$ cat config.mk
export PLATFORM = sky130hd
export DESIGN_NAME = hwloop_ctrl
export DESIGN_NICKNAME = d
export VERILOG_FILES = /design/src/rtl/hwloop_pkg.sv /design/src/rtl/hwloop_cond.sv /design/src/rtl/hwloop_stack.sv /design/src/rtl/hwloop_count.sv /design/src/rtl/hwloop_ctrl.sv
export SDC_FILE = /design/constraint.sdc
export NUM_CORES = 1
export LEC_CHECK = 0
export ABC_AREA = 1
export BUFFER_PORTS_ARGS = -buffer_cell sky130_fd_sc_hd__buf_2
export CELL_PAD_IN_SITES_DETAIL_PLACEMENT = 0
export CELL_PAD_IN_SITES_GLOBAL_PLACEMENT = 1
export CORE_ASPECT_RATIO = 0.9
export CORE_MARGIN = 4
export CORE_UTILIZATION = 48
export CTS_CLUSTER_SIZE = 30
export DETAILED_ROUTE_END_ITERATION = 7
export PLACE_DENSITY = 0.82
export SETUP_SLACK_MARGIN = 0.1
export SLEW_MARGIN = 20
export SYNTH_ARGS = -nofsm -noshare
export SYNTH_HDL_FRONTEND = slang
export SYNTH_SLANG_ARGS = --single-unit
$ cat constraint.sdc
create_clock -name clk -period 8.32 [get_ports clk]
set_input_delay 0.832 -clock clk [delete_from_list [all_inputs] [get_ports clk]]
set_output_delay 0.832 -clock clk [all_outputs]
set_load 0.01 [all_outputs]
$ cat src/rtl/hwloop_pkg.sv
// Shared definitions for the hardware loop controller.
package hwloop_pkg;
    // Termination condition codes carried by a loop-start command.
    typedef enum logic [2:0] {
        COND_LCE   = 3'd0,
        COND_EQ    = 3'd1,
        COND_NE    = 3'd2,
        COND_LT    = 3'd3,
        COND_GE    = 3'd4,
        COND_GT    = 3'd5,
        COND_LE    = 3'd6,
        COND_NEVER = 3'd7
    } cond_e;

    localparam int FLAG_Z = 0;
    localparam int FLAG_N = 1;
    localparam int NFLAGS = 2;
endpackage

$ cat src/rtl/hwloop_cond.sv
// Termination test for the innermost loop.
// Combinational. Assumes flags are valid in the cycle the end address is fetched.
module hwloop_cond
    import hwloop_pkg::*;
(
    input  cond_e             cond,
    input  logic [NFLAGS-1:0] flags,
    input  logic              cnt_last,
    output logic              term
);
    logic z, n;
    assign z = flags[FLAG_Z];
    assign n = flags[FLAG_N];

    // Decode the condition code against the flags or the count state.
    always_comb begin
        unique case (cond)
            COND_LCE:   term = cnt_last;
            COND_EQ:    term = z;
            COND_NE:    term = !z;
            COND_LT:    term = n;
            COND_GE:    term = !n;
            COND_GT:    term = !n && !z;
            COND_LE:    term = n || z;
            default:    term = 1'b0;
        endcase
    end
endmodule

$ cat src/rtl/hwloop_stack.sv
// Loop stack: one level per active loop, holding top, end, condition and saved outer count.
// Assumes push and pop are never requested together and push is never requested when full.
module hwloop_stack
    import hwloop_pkg::*;
#(
    parameter int DEPTH = 6,
    parameter int AW    = 16,
    parameter int CW    = 16,
    localparam int SPW  = $clog2(DEPTH + 1)
) (
    input  logic           clk,
    input  logic           rst_n,
    input  logic           push,
    input  logic           pop,
    input  logic [AW-1:0]  push_top,
    input  logic [AW-1:0]  push_end,
    input  cond_e          push_cond,
    input  logic [CW-1:0]  push_save,
    output logic [AW-1:0]  tos_top,
    output logic [AW-1:0]  tos_end,
    output cond_e          tos_cond,
    output logic [CW-1:0]  tos_save,
    output logic [SPW-1:0] sp,
    output logic           empty,
    output logic           full
);
    logic [AW-1:0] top_q  [DEPTH];
    logic [AW-1:0] end_q  [DEPTH];
    cond_e         cond_q [DEPTH];
    logic [CW-1:0] save_q [DEPTH];
    logic [SPW-1:0] tos_idx;

    assign empty   = (sp == '0);
    assign full    = (sp == SPW'(DEPTH));
    assign tos_idx = empty ? '0 : sp - 1'b1;

    // Stack pointer: up on push, down on pop.
    always_ff @(posedge clk) begin
        if (!rst_n)    sp <= '0;
        else if (push) sp <= sp + 1'b1;
        else if (pop)  sp <= sp - 1'b1;
    end

    // Entry storage; each level is written only when it is the push slot.
    for (genvar g = 0; g < DEPTH; g++) begin : g_lvl
        always_ff @(posedge clk) begin
            if (!rst_n) begin
                top_q[g]  <= '0;
                end_q[g]  <= '0;
                cond_q[g] <= COND_LCE;
                save_q[g] <= '0;
            end else if (push && sp == SPW'(g)) begin
                top_q[g]  <= push_top;
                end_q[g]  <= push_end;
                cond_q[g] <= push_cond;
                save_q[g] <= push_save;
            end
        end
    end

    // Read port for the innermost level.
    always_comb begin
        tos_top  = top_q[tos_idx];
        tos_end  = end_q[tos_idx];
        tos_cond = cond_q[tos_idx];
        tos_save = save_q[tos_idx];
    end


    sp_bound_chk: assert property (@(posedge clk) disable iff (!rst_n) sp <= SPW'(DEPTH));

    no_push_full_chk: assert property (@(posedge clk) disable iff (!rst_n) full |-> !push);

    push_grow_chk: assert property (@(posedge clk) disable iff (!rst_n) push |=> sp == $past(sp) + 1'b1);

    pop_nonempty_chk: assert property (@(posedge clk) disable iff (!rst_n) pop |-> !empty);
endmodule

$ cat src/rtl/hwloop_count.sv
// Count registers: the pending count written by software, and the active count of the innermost loop.
// Assumes take and restore are mutually exclusive with each other and with dec.
module hwloop_count #(
    parameter int CW = 16
) (
    input  logic          clk,
    input  logic          rst_n,
    input  logic          load,
    input  logic [CW-1:0] load_val,
    input  logic          take,
    input  logic          restore,
    input  logic [CW-1:0] restore_val,
    input  logic          dec,
    output logic [CW-1:0] cnt,
    output logic [CW-1:0] pend,
    output logic          last
);
    localparam logic [CW-1:0] ONE = CW'(1);

    assign last = (cnt <= ONE);

    // Pending count: holds the value for the next loop start.
    always_ff @(posedge clk) begin
        if (!rst_n)    pend <= '0;
        else if (load) pend <= load_val;
    end

    // Active count: restore on exit, take pending on start, step on a repeat.
    always_ff @(posedge clk) begin
        if (!rst_n)       cnt <= '0;
        else if (restore) cnt <= restore_val;
        else if (take)    cnt <= pend;
        else if (dec)     cnt <= cnt - ONE;
    end


    dec_step_chk: assert property (@(posedge clk) disable iff (!rst_n) dec |=> cnt == $past(cnt) - ONE);

    dec_above_one_chk: assert property (@(posedge clk) disable iff (!rst_n) dec |-> !last);
endmodule

$ cat src/rtl/hwloop_ctrl.sv
// Zero-overhead hardware loop controller.
// Watches the fetch address, pushes a level on each loop-start command, and in the cycle the
// innermost end address is fetched evaluates termination and selects the next PC.
// Assumes the fetch stage applies pc_sel/pc_target combinationally to form the next address.
module hwloop_ctrl
    import hwloop_pkg::*;
#(
    parameter int DEPTH = 6,
    parameter int AW    = 16,
    parameter int CW    = 16,
    localparam int SPW  = $clog2(DEPTH + 1)
) (
    input  logic              clk,
    input  logic              rst_n,
    input  logic [AW-1:0]     fetch_addr,
    input  logic              start_cmd,
    input  logic [AW-1:0]     start_end,
    input  logic [2:0]        start_cond,
    input  logic              cnt_load,
    input  logic [CW-1:0]     cnt_value,
    input  logic [NFLAGS-1:0] flags,
    output logic              pc_sel,
    output logic [AW-1:0]     pc_target,
    output logic              loop_active,
    output logic [CW-1:0]     cur_count,
    output logic [SPW-1:0]    loop_depth,
    output logic              stk_empty,
    output logic              stk_full,
    output logic              stk_ovf
);
    logic [AW-1:0] tos_top, tos_end;
    cond_e         tos_cond;
    logic [CW-1:0] tos_save, pend;
    logic          at_end, term, cnt_last;
    logic          push, pop, dec, start_ok;

    // End-of-body detection and next-PC decision.
    always_comb begin
        at_end   = !stk_empty && (fetch_addr == tos_end);
        pc_sel   = at_end && !term;
        pop      = at_end && term;
        dec      = pc_sel && (tos_cond == COND_LCE);
        start_ok = start_cmd && !at_end;
        push     = start_ok && !stk_full;
    end

    assign pc_target   = tos_top;
    assign loop_active = !stk_empty;

    hwloop_cond u_cond (
        .cond     (tos_cond),
        .flags    (flags),
        .cnt_last (cnt_last),
        .term     (term)
    );

    hwloop_stack #(.DEPTH(DEPTH), .AW(AW), .CW(CW)) u_stack (
        .clk       (clk),
        .rst_n     (rst_n),
        .push      (push),
        .pop       (pop),
        .push_top  (fetch_addr + 1'b1),
        .push_end  (start_end),
        .push_cond (cond_e'(start_cond)),
        .push_save (cur_count),
        .tos_top   (tos_top),
        .tos_end   (tos_end),
        .tos_cond  (tos_cond),
        .tos_save  (tos_save),
        .sp        (loop_depth),
        .empty     (stk_empty),
        .full      (stk_full)
    );

    hwloop_count #(.CW(CW)) u_count (
        .clk         (clk),
        .rst_n       (rst_n),
        .load        (cnt_load),
        .load_val    (cnt_value),
        .take        (push),
        .restore     (pop),
        .restore_val (tos_save),
        .dec         (dec),
        .cnt         (cur_count),
        .pend        (pend),
        .last        (cnt_last)
    );

    // Sticky overflow: a start refused because every level is in use.
    always_ff @(posedge clk) begin
        if (!rst_n)                  stk_ovf <= 1'b0;
        else if (start_ok && stk_full) stk_ovf <= 1'b1;
    end


    ovf_sticky_chk: assert property (@(posedge clk) disable iff (!rst_n) stk_ovf |=> stk_ovf);

    ovf_hold_chk: assert property (@(posedge clk) disable iff (!rst_n)
        (start_ok && stk_full) |=> stk_ovf && $stable(loop_depth) && $stable(cur_count));

    redirect_active_chk: assert property (@(posedge clk) disable iff (!rst_n) pc_sel |-> loop_active);

    flag_count_hold_chk: assert property (@(posedge clk) disable iff (!rst_n)
        (pc_sel && tos_cond != COND_LCE) |=> $stable(cur_count));

    exit_shrink_chk: assert property (@(posedge clk) disable iff (!rst_n)
        pop |=> loop_depth == $past(loop_depth) - 1'b1);

    end_blocks_start_chk: assert property (@(posedge clk) disable iff (!rst_n)
        (at_end && start_cmd && term) |=> loop_depth == $past(loop_depth) - 1'b1);
endmodule

==> parameters.txt, run 1 <==
Parameter                              Value

Run status
  Status ... completed

Place
  Global placer's final weighted congestion ... about 0.89
  Placed cells ... approximately 2,100
  Place WS ... between 2000 and 2500 ps
  # port buffers ... 96
  HPWL after DPL ... about 26,000 um
  Dpl cell area ... roughly 17,000 um2

Power
  Power density of the placed cells ... 254.3 nW/um2
  Fraction of power spent switching nets ... roughly 30%
  Switching power ... 1.403 mW
  Proportion of power drawn by flip-flops and latches ... 44.5%
  Int Power ... around 3.2 mW
  VDD IR-drop max ... 0.2112 mV
  Part of the power in combinational logic ... a little over a fifth
  Static leakage ... 7.382 nW
  Clock network power share ... approximately a third

Floorplanning
  Number of placement rows ... 63
  Placeable Area ... 33,030 um2
  Die Y ... roughly 180 um
  Total Die Area ... around 37,000 um2
  Die span in x ... about 200 um
  Boundary Pins ... slightly below 100
  Starting utilization of the core area ... between 40% and 50%

Timing
  Final count of negative-setup-slack endpoints ... 0
  Hold slack final ... 462.0 ps
  Final critical-path share of the clock period ... 74.39%
  Transition at the pin with the smallest max-transition slack ... 1143 ps
  Slew Limit Fails ... 0
  Post-layout worst setup margin ... around 2100 ps
  Skew final ... approximately 11 ps
  Unrepaired setup endpoints after global routing ... false
  Time the final worst path needs with I/O delays and setup ... roughly 6200 ps
  Setup Total Neg Slack ... 0 ps
  Peak Freq ... 161.6 MHz
  Endpoints failing hold ... 0
  Remaining max-slew budget at the tightest pin ... between 20% and 30%

Clocking
  Hold Buf Count CTS ... 0
  Clock tree from TritonCTS ... done
  Sink Count ... 342
  Total clock buffers created by CTS ... 37
  Buffers from clock root to sink, at most ... 3
  Number of gates resized after cts ... 0
  Latest clock arrival within the worst-skew pair ... 520 ps
  Total number of H-tree levels ... 2
  Cell at the root of the clock tree ... clkbuf_16
  Post-CTS setup buffer count ... 0
  Clock transition at path regs ... ~50 ps

Cells and area
  Synth-to-layout area growth ... 11.86%
  Fraction of final layout cells with drive strength greater than 1 ... a little under an eighth
  Count of nets after finishing ... roughly 1,800
  Fill count ... 2,903
  Cell area after layout ... between 15,000 and 20,000 um2
  Final std cells w/o fill ... about 2,200
  Number of diodes added for antenna fixing ... 0

Route
  Detail Route Antenna Nets ... 0
  Wirelength, routed ... roughly 45,000 um
  Total via count in the routed design ... 12,480
  DRT Pass-1 Iters ... 5
  DRC violations left ... 0
  Via/cell ratio ... 5.667
  Detailed Route Iter0 Violations ... 1,299
  Drt wl/cell ... roughly 21 um

Worst setup path
  Capture point of the worst reg-to-reg path ... u_stack.save_q[5][4]$_SDFFCE_PN0P_
  Critical path cell sequence ... inv_2 > ha_1 > nand2_4 > nand2_4 > inv_2 > buf_4 > nand2_1 > nand3_1 > nand3_1 > nand3_1 > nand2_1 > nand3_1 > nor2_2 > nand3_4 > nand3_2 > o21ai_4 > buf_4
  Most prevalent standard cell on the critical path ... nand3_1
  Startpoint-to-endpoint class of the critical path ... flop to flop
  First element of the critical path ... u_stack.sp[0]$_SDFFE_PN0P_
  Required time at the endpoint of the critical path ... 8480 ps
  Largest incremental delay on the critical path ... around 850 ps
  Flop2flop setup slack ... between 2000 and 2500 ps
  Worst endpoint data arrival time ... between 6000 and 7000 ps
  Destination of the critical timing path ... u_stack.save_q[5][4]$_SDFFCE_PN0P_
  Worst r2r src ... u_stack.sp[0]$_SDFFE_PN0P_
  Worst-path maximum fanout ... approximately 50
  Number of cells on the worst reg-to-reg path ... 17
  Startpoint type of the worst setup path ... flop
  Kind of end point of the critical path ... flop
  Highest-delay cell along the critical path ... o21ai_4

Synthesis
  Post-synth ARST share ... 0%
  Post-synthesis cell count ... between 1,500 and 2,000
  Top area cells in the synthesized netlist ... edfxtp_1 (57%), nor2_1 (9.9%), nand2_1 (6.8%), nand3_1 (4.5%), dfxtp_1 (4.5%)
  Post-synth EDFFs ... between 300 and 400
  Syn Area/Cell ... roughly 9.5 um2
  Distinct cells, synth ... 37
  FF+latch count, synth ... 342
  Post-synth net total ... 1,767
  Fraction of post-synthesis cell area in the top cell type by area ... 57.05%
  Netlist Area Pre-Place ... 16,110 um2
  Cell type contributing the most total cell area after synthesis ... edfxtp_1
  Most used flip-flop cell after synthesis ... edfxtp_1
  Ys Warns ... 0
  Sequential fraction of the synthesis area ... 61.53%

Global routing
  Wire length of the first global-routing pass ... between 60,000 and 70,000 um
  Initial antenna violation count ... 0
  Via count of the first global-routing pass ... ~12,000
  Overflow left after global routing ... 0
  Global router's overall resource usage ... 24.06%
  Maximum number of pins on one net before global-route repair ... 76

Job
  Max Cap Violations ... 0

Min path
  Min-delay worst type ... flop to flop
power by group through the flow:
stage               combinational [mW]  clock (mW)  sequential [mW]
floorplan                        0.637           0             2.08
global placement                 0.951           0             2.07
detailed placement               0.966           0             2.07
CTS                              0.970        1.59             2.04
global route                      1.07        1.67             2.05
finish                           0.972        1.57             2.04
cell type report:
type | count | area, um2 | area share, %
clock buffer | 45 | 1030 | 5.716
sequential | 342 | 9910 | 55.01
tap | 422 | 528.0 | 2.931
timing repair buffer | 118 | 665.6 | 3.695
clock inverter | 22 | 130.1 | 0.7223
inverter | 95 | 359.1 | 1.993
multi-input combinational | 1158 | 5393 | 29.93
Yosys cell counts (all sizes together) (7+ instances only):
| master | n |
|---|---|
| nand4 | 22 |
| inv | 89 |
| nand2 | 296 |
| ha | 9 |
| buf | 69 |
| dfxtp | 36 |
| clkbuf | 37 |
| edfxtp | 306 |
| o21ai | 120 |
| xor2 | 25 |
| nor2 | 432 |
| a21oi | 25 |
| o211ai | 17 |
| nor3 | 7 |
| nand3b | 9 |
| o22ai | 37 |
| nand3 | 150 |
worst max-delay path: cells and delay by family (launching register included):
family          cells  cell delay [ps]
fa+ha+maj           1              390
buf+inv             4             2070
flops               1              340
simple gates       11             2090
compound gates      1              850
layer usage:
metal,track usage [%],wire length (um)
met5,0,0
met3,4.125,3653
met1,35.46,20250
met2,37.17,20280
met4,6.606,1009
cell usage in the layout (no fill, tap or decap), types with 2 or more instances in the layout:
master     netlist  final
a21oi_1         25     25
buf_2           45     96
buf_4           11     21
clkbuf_1        37      4
clkbuf_16        0     40
clkinv_1         6     15
clkinv_2         0     10
dfxtp_1         36     36
edfxtp_1       306    306
ha_1             9      9
inv_1           83     83
inv_2            5      5
nand2_1        293    292
nand2_4          3      3
nand3_1        146    144
nand3_2          3      5
nand3b_1         9      9
nand4_1         20     20
nand4_2          2      2
nor2_1         425    425
nor2_2           5      3
nor2_4           2      4
nor3_1           6      6
nor4_1           3      3
o211ai_1        17     17
o21ai_0        102     98
o21ai_1         17     17
o21ai_4          0      5
o22ai_1         37     37
xnor2_1          2      2
xor2_1          25     25
flip-flops by register name (all words and copies together), names as in the netlist:
register,count
u_stack.save_q,96
u_stack.end_q,96
stk_ovf,1
u_count.cnt,16
u_stack.sp,3
u_stack.cond_q,18
u_count.pend,16
u_stack.top_q,96
worst min path at each step:
stage	endpoint	depth (start not counted)	slack [ps]	start
after global routing	stk_ovf$_SDFFE_PN0P_	1	490	stk_ovf$_SDFFE_PN0P_
after detailed placement	stk_ovf$_SDFFE_PN0P_	1	450	stk_ovf$_SDFFE_PN0P_
after floorplan	u_count.pend[10]$_SDFFE_PN0P_	2	460	u_count.pend[10]$_SDFFE_PN0P_
after global placement	stk_ovf$_SDFFE_PN0P_	1	450	stk_ovf$_SDFFE_PN0P_
final	stk_ovf$_SDFFE_PN0P_	1	460	stk_ovf$_SDFFE_PN0P_
after CTS	stk_ovf$_SDFFE_PN0P_	1	470	stk_ovf$_SDFFE_PN0P_
stage by stage:
step                      power [mW]  utilization (%)
after global routing           4.785            54.54
after global placement         3.022            50.95
after CTS                      4.602            54.54
final                          4.582            54.54
after floorplan                2.712                -
after detailed placement       3.040            51.03
cells by family after synthesis:
| kind of cell | after synthesis | share of synthesized area (%) |
|---|---|---|
| and+or+nand+nor | 920 | 23.87 |
| DFF | 342 | 61.53 |
| AOI/OAI and AO/OA | 202 | 6.899 |
| buffers and inverters | 201 | 5.539 |
| xor gates and xnor gates | 27 | 1.468 |
| adders and majority gates | 9 | 0.6992 |
No activity file was read; power rests on OpenSTA's default activity.
==> run 2, diff against run 1 <==
Clock period 8.32 ns to 6.1 ns, I/O delays scaled along.
==> run 2 against run 1 <==
Compared with the run above:
- clock skew rose by 12 ps
- combinational power is 37% higher
- critical path depth is 3 higher
- wire length grew 1.8%
==> parameters.txt, run 2 (synthesis gave the netlist of run 1 again) <==
Parameter                              Value

Run status
  Status ... completed

Cells and area
  Number of diodes added for antenna fixing ... 0 (unchanged)
  Synth-to-layout area growth ... 12.62%
  Fraction of final layout cells with drive strength greater than 1 ... 11.70% (+0.24 points)
  Leading cell type in the layout, fill and taps excluded ... nor2_1
  Final std cells w/o fill ... 2,208 (+0.27%)
  Cell area after layout ... 18,140 um2 (+0.69%)
  Largest registers ... u_stack.end_q: 96 flops, u_stack.save_q: 96 flops, u_stack.top_q: 96 flops
  Count of nets after finishing ... 1,824 (+0.33%)
  Top library cells by usage in the layout, fill and taps aside ... nor2_1 (425), edfxtp_1 (306), nand2_1 (292)
  Final design utilization ... 54.92% (+0.38 points)
  Fill count ... 2,955 (+1.8%)

Power
  Proportion of power drawn by flip-flops and latches ... 44.0% (-0.5 points)
  Fraction of power spent switching nets ... 30.72% (+0.097 points)
  Clock network power share ... 35.0% (+0.7 points)
  Power density of the placed cells ... 348.8 nW/um2 (+37%)
  Switching power ... 1.944 mW (+39%)
  Static leakage ... 7.432 nW (+0.68%)
  VDD IR-drop max ... 0.2406 mV (+14%)
  Int Power ... 4.384 mW (+38%)
  Part of the power in combinational logic ... 21.0% (-0.2 points)

Timing
  Final count of negative-setup-slack endpoints ... 0 (unchanged)
  Unrepaired setup endpoints after global routing ... false
  Transition at the pin with the smallest max-transition slack ... 1052 ps (-91.09 ps)
  Final critical-path share of the clock period ... 89.89% (+16 points)
  Endpoints failing hold ... 0 (unchanged)
  Peak Freq ... 182.4 MHz (+13%)
  Time the final worst path needs with I/O delays and setup ... 5483 ps (-705.7 ps)
  Skew final ... 22.99 ps (+11.98 ps)
  Remaining max-slew budget at the tightest pin ... 29.80% (+6.2 points)
  Slew Limit Fails ... 0 (unchanged)

Clocking
  Sink Count ... 342 (unchanged)
  Number of gates resized after cts ... 0 (unchanged)
  Buffers from clock root to sink, at most ... 3 (unchanged)
  Latest clock arrival within the worst-skew pair ... 530 ps (about the same)
  Total clock buffers created by CTS ... 39 (+5.4%)
  Post-CTS setup buffer count ... 0 (unchanged)
  Total number of H-tree levels ... 2 (unchanged)
  Hold Buf Count CTS ... 0 (unchanged)
  Clock transition at path regs ... 60 ps (about the same)
  Clock tree from TritonCTS ... done
  Cell at the root of the clock tree ... clkbuf_16

Floorplanning
  Number of placement rows ... 63 (unchanged)
  Boundary Pins ... 97 (unchanged)
  Die Y ... 181.8 um (unchanged)
  Starting utilization of the core area ... 48.76% (unchanged)
  Die span in x ... 201.1 um (unchanged)
  Placeable Area ... 33,030 um2 (unchanged)
  Total Die Area ... 36,550 um2 (unchanged)

Job
  Max Cap Violations ... 0 (unchanged)

Worst setup path
  Largest incremental delay on the critical path ... 760 ps (-90 ps)
  Worst r2r src ... u_stack.sp[0]$_SDFFE_PN0P_
  Cell type group with the largest total delay on the critical path ... simple AND/OR/NAND/NOR gates
  Highest-delay cell along the critical path ... nand3_2
  Flop2flop setup slack ... 620 ps (-1510 ps)
  Worst endpoint data arrival time ... 5870 ps (-480 ps)
  Kind of end point of the critical path ... flop
  Most prevalent standard cell on the critical path ... nand2_1
  Buffers & Inverters on Critical Path ... 4 (unchanged)
  Worst-path maximum fanout ... 34 (-31%)
  Capture point of the worst reg-to-reg path ... u_stack.top_q[3][3]$_SDFFCE_PN0P_
  Startpoint-to-endpoint class of the critical path ... flop to flop
  Startpoint type of the worst setup path ... flop
  First element of the critical path ... u_stack.sp[0]$_SDFFE_PN0P_
  Critical path cell sequence ... inv_2 > ha_1 > nand2_4 > nand2_4 > buf_4 > nand2_1 > nand2_1 > nand2_1 > nand3_1 > nand2_1 > nand2_1 > nand2_1 > nand3_1 > nor2_2 > nand3_4 > nand3_2 > inv_2 > nand3_2 > buf_4 > nor2_1
  Required time at the endpoint of the critical path ... 6480 ps (-2000 ps)
  Number of cells on the worst reg-to-reg path ... 20 (+3)

Route
  Via/cell ratio ... 5.670 (about the same)
  Drt wl/cell ... 20.83 um (+1.5%)
  Detail Route Antenna Nets ... 0 (unchanged)
  DRC violations left ... 0 (unchanged)
  Detailed Route Iter0 Violations ... 1,496 (+15%)
  Total via count in the routed design ... 12,520 (+0.33%)
  DRT Pass-1 Iters ... 5 (unchanged)
  Wirelength, routed ... 45,990 um (+1.8%)

Global routing
  Global router's overall resource usage ... 24.86% (+0.80 points)
  Busiest layer in global routing ... met2
  Met3 global-route usage ... 3.821% (-0.30 points)
  GR Util met2 ... 39.35% (+2.2 points)
  Wire length of the first global-routing pass ... 71,550 um (+2.7%)
  Met1 Usage GRT ... 36.69% (+1.2 points)
  Initial antenna violation count ... 0 (unchanged)
  Via count of the first global-routing pass ... 12,160 (+0.48%)
  Maximum number of pins on one net before global-route repair ... 65 (-14%)
  Overflow left after global routing ... 0 (unchanged)

Place
  Dpl cell area ... 16,920 um2 (+0.36%)
  Global placer's final weighted congestion ... 0.9110 (+2.6%)
  # port buffers ... 96 (unchanged)
  HPWL after DPL ... 27,480 um (+3.8%)
  Placed cells ... 2,138 (+0.14%)

Min path
  End point of the most critical hold path ... u_count.pend[14]$_SDFFE_PN0P_
  Worst hold path cell count ... 3 (+2)
  Min-delay worst type ... primary input to flop
  Hold wc startpoint ... cnt_value[14]
-- run 2: cell type report --
class	instances	area, um2	share of cell area (%)
clock buffer	52	1086	5.987
clock inverter	17	117.6	0.6484
inverter	95	359.1	1.980
multi-input combinational	1158	5401	29.78
sequential	342	9910	54.63
tap	422	528.0	2.911
timing repair buffer	122	737.0	4.063
-- run 2: through the flow --
step | hold slack [ps] | setup WS, ps | total power [mW] | TNS [ps]
6_report | 318.7 | 616.6 | 6.328 | 0
5_1_grt | 314.9 | 161.0 | 6.611 | 0
4_1_cts | 306.5 | 561.7 | 6.342 | 0
3_5_place_dp | 467.5 | 586.6 | 4.145 | 0
3_3_place_gp | 467.4 | 604.6 | 4.127 | 0
2_1_floorplan | 457.4 | -1046 | 3.698 | -160060
-- run 2: worst register-to-register path, delay by kind of cell, from the launching register on --
family,cells,cell delay (ps)
buffers and inverters,4,1660
adders and majority gates,1,430
DFF,1,310
and+or+nand+nor,15,2980
-- run 2: power by group through the flow --
stage | Clock, mW | Sequential [mW] | Combinational (mW)
finish | 2.22 | 2.78 | 1.33
global route | 2.34 | 2.80 | 1.48
CTS | 2.24 | 2.78 | 1.32
detailed placement | 0 | 2.83 | 1.32
global placement | 0 | 2.82 | 1.30
floorplan | 0 | 2.83 | 0.869
-- run 2: per-layer routing --
metal	vias to the layer above	wire, um
li1	5874	-
met1	6069	20350
met2	521	21130
met3	56	3676
met4	0	831
met5	-	0
-- run 2: worst max path at each step --
stage                                         endpoint  depth (start not counted)
CTS                  u_stack.end_q[5][3]$_SDFFCE_PN0P_                         20
global route         u_stack.top_q[3][5]$_SDFFCE_PN0P_                         20
finish               u_stack.top_q[3][3]$_SDFFCE_PN0P_                         20
detailed placement   u_stack.end_q[5][3]$_SDFFCE_PN0P_                         20
floorplan           u_stack.cond_q[1][0]$_SDFFCE_PN0P_                         22
global placement     u_stack.end_q[5][3]$_SDFFCE_PN0P_                         20
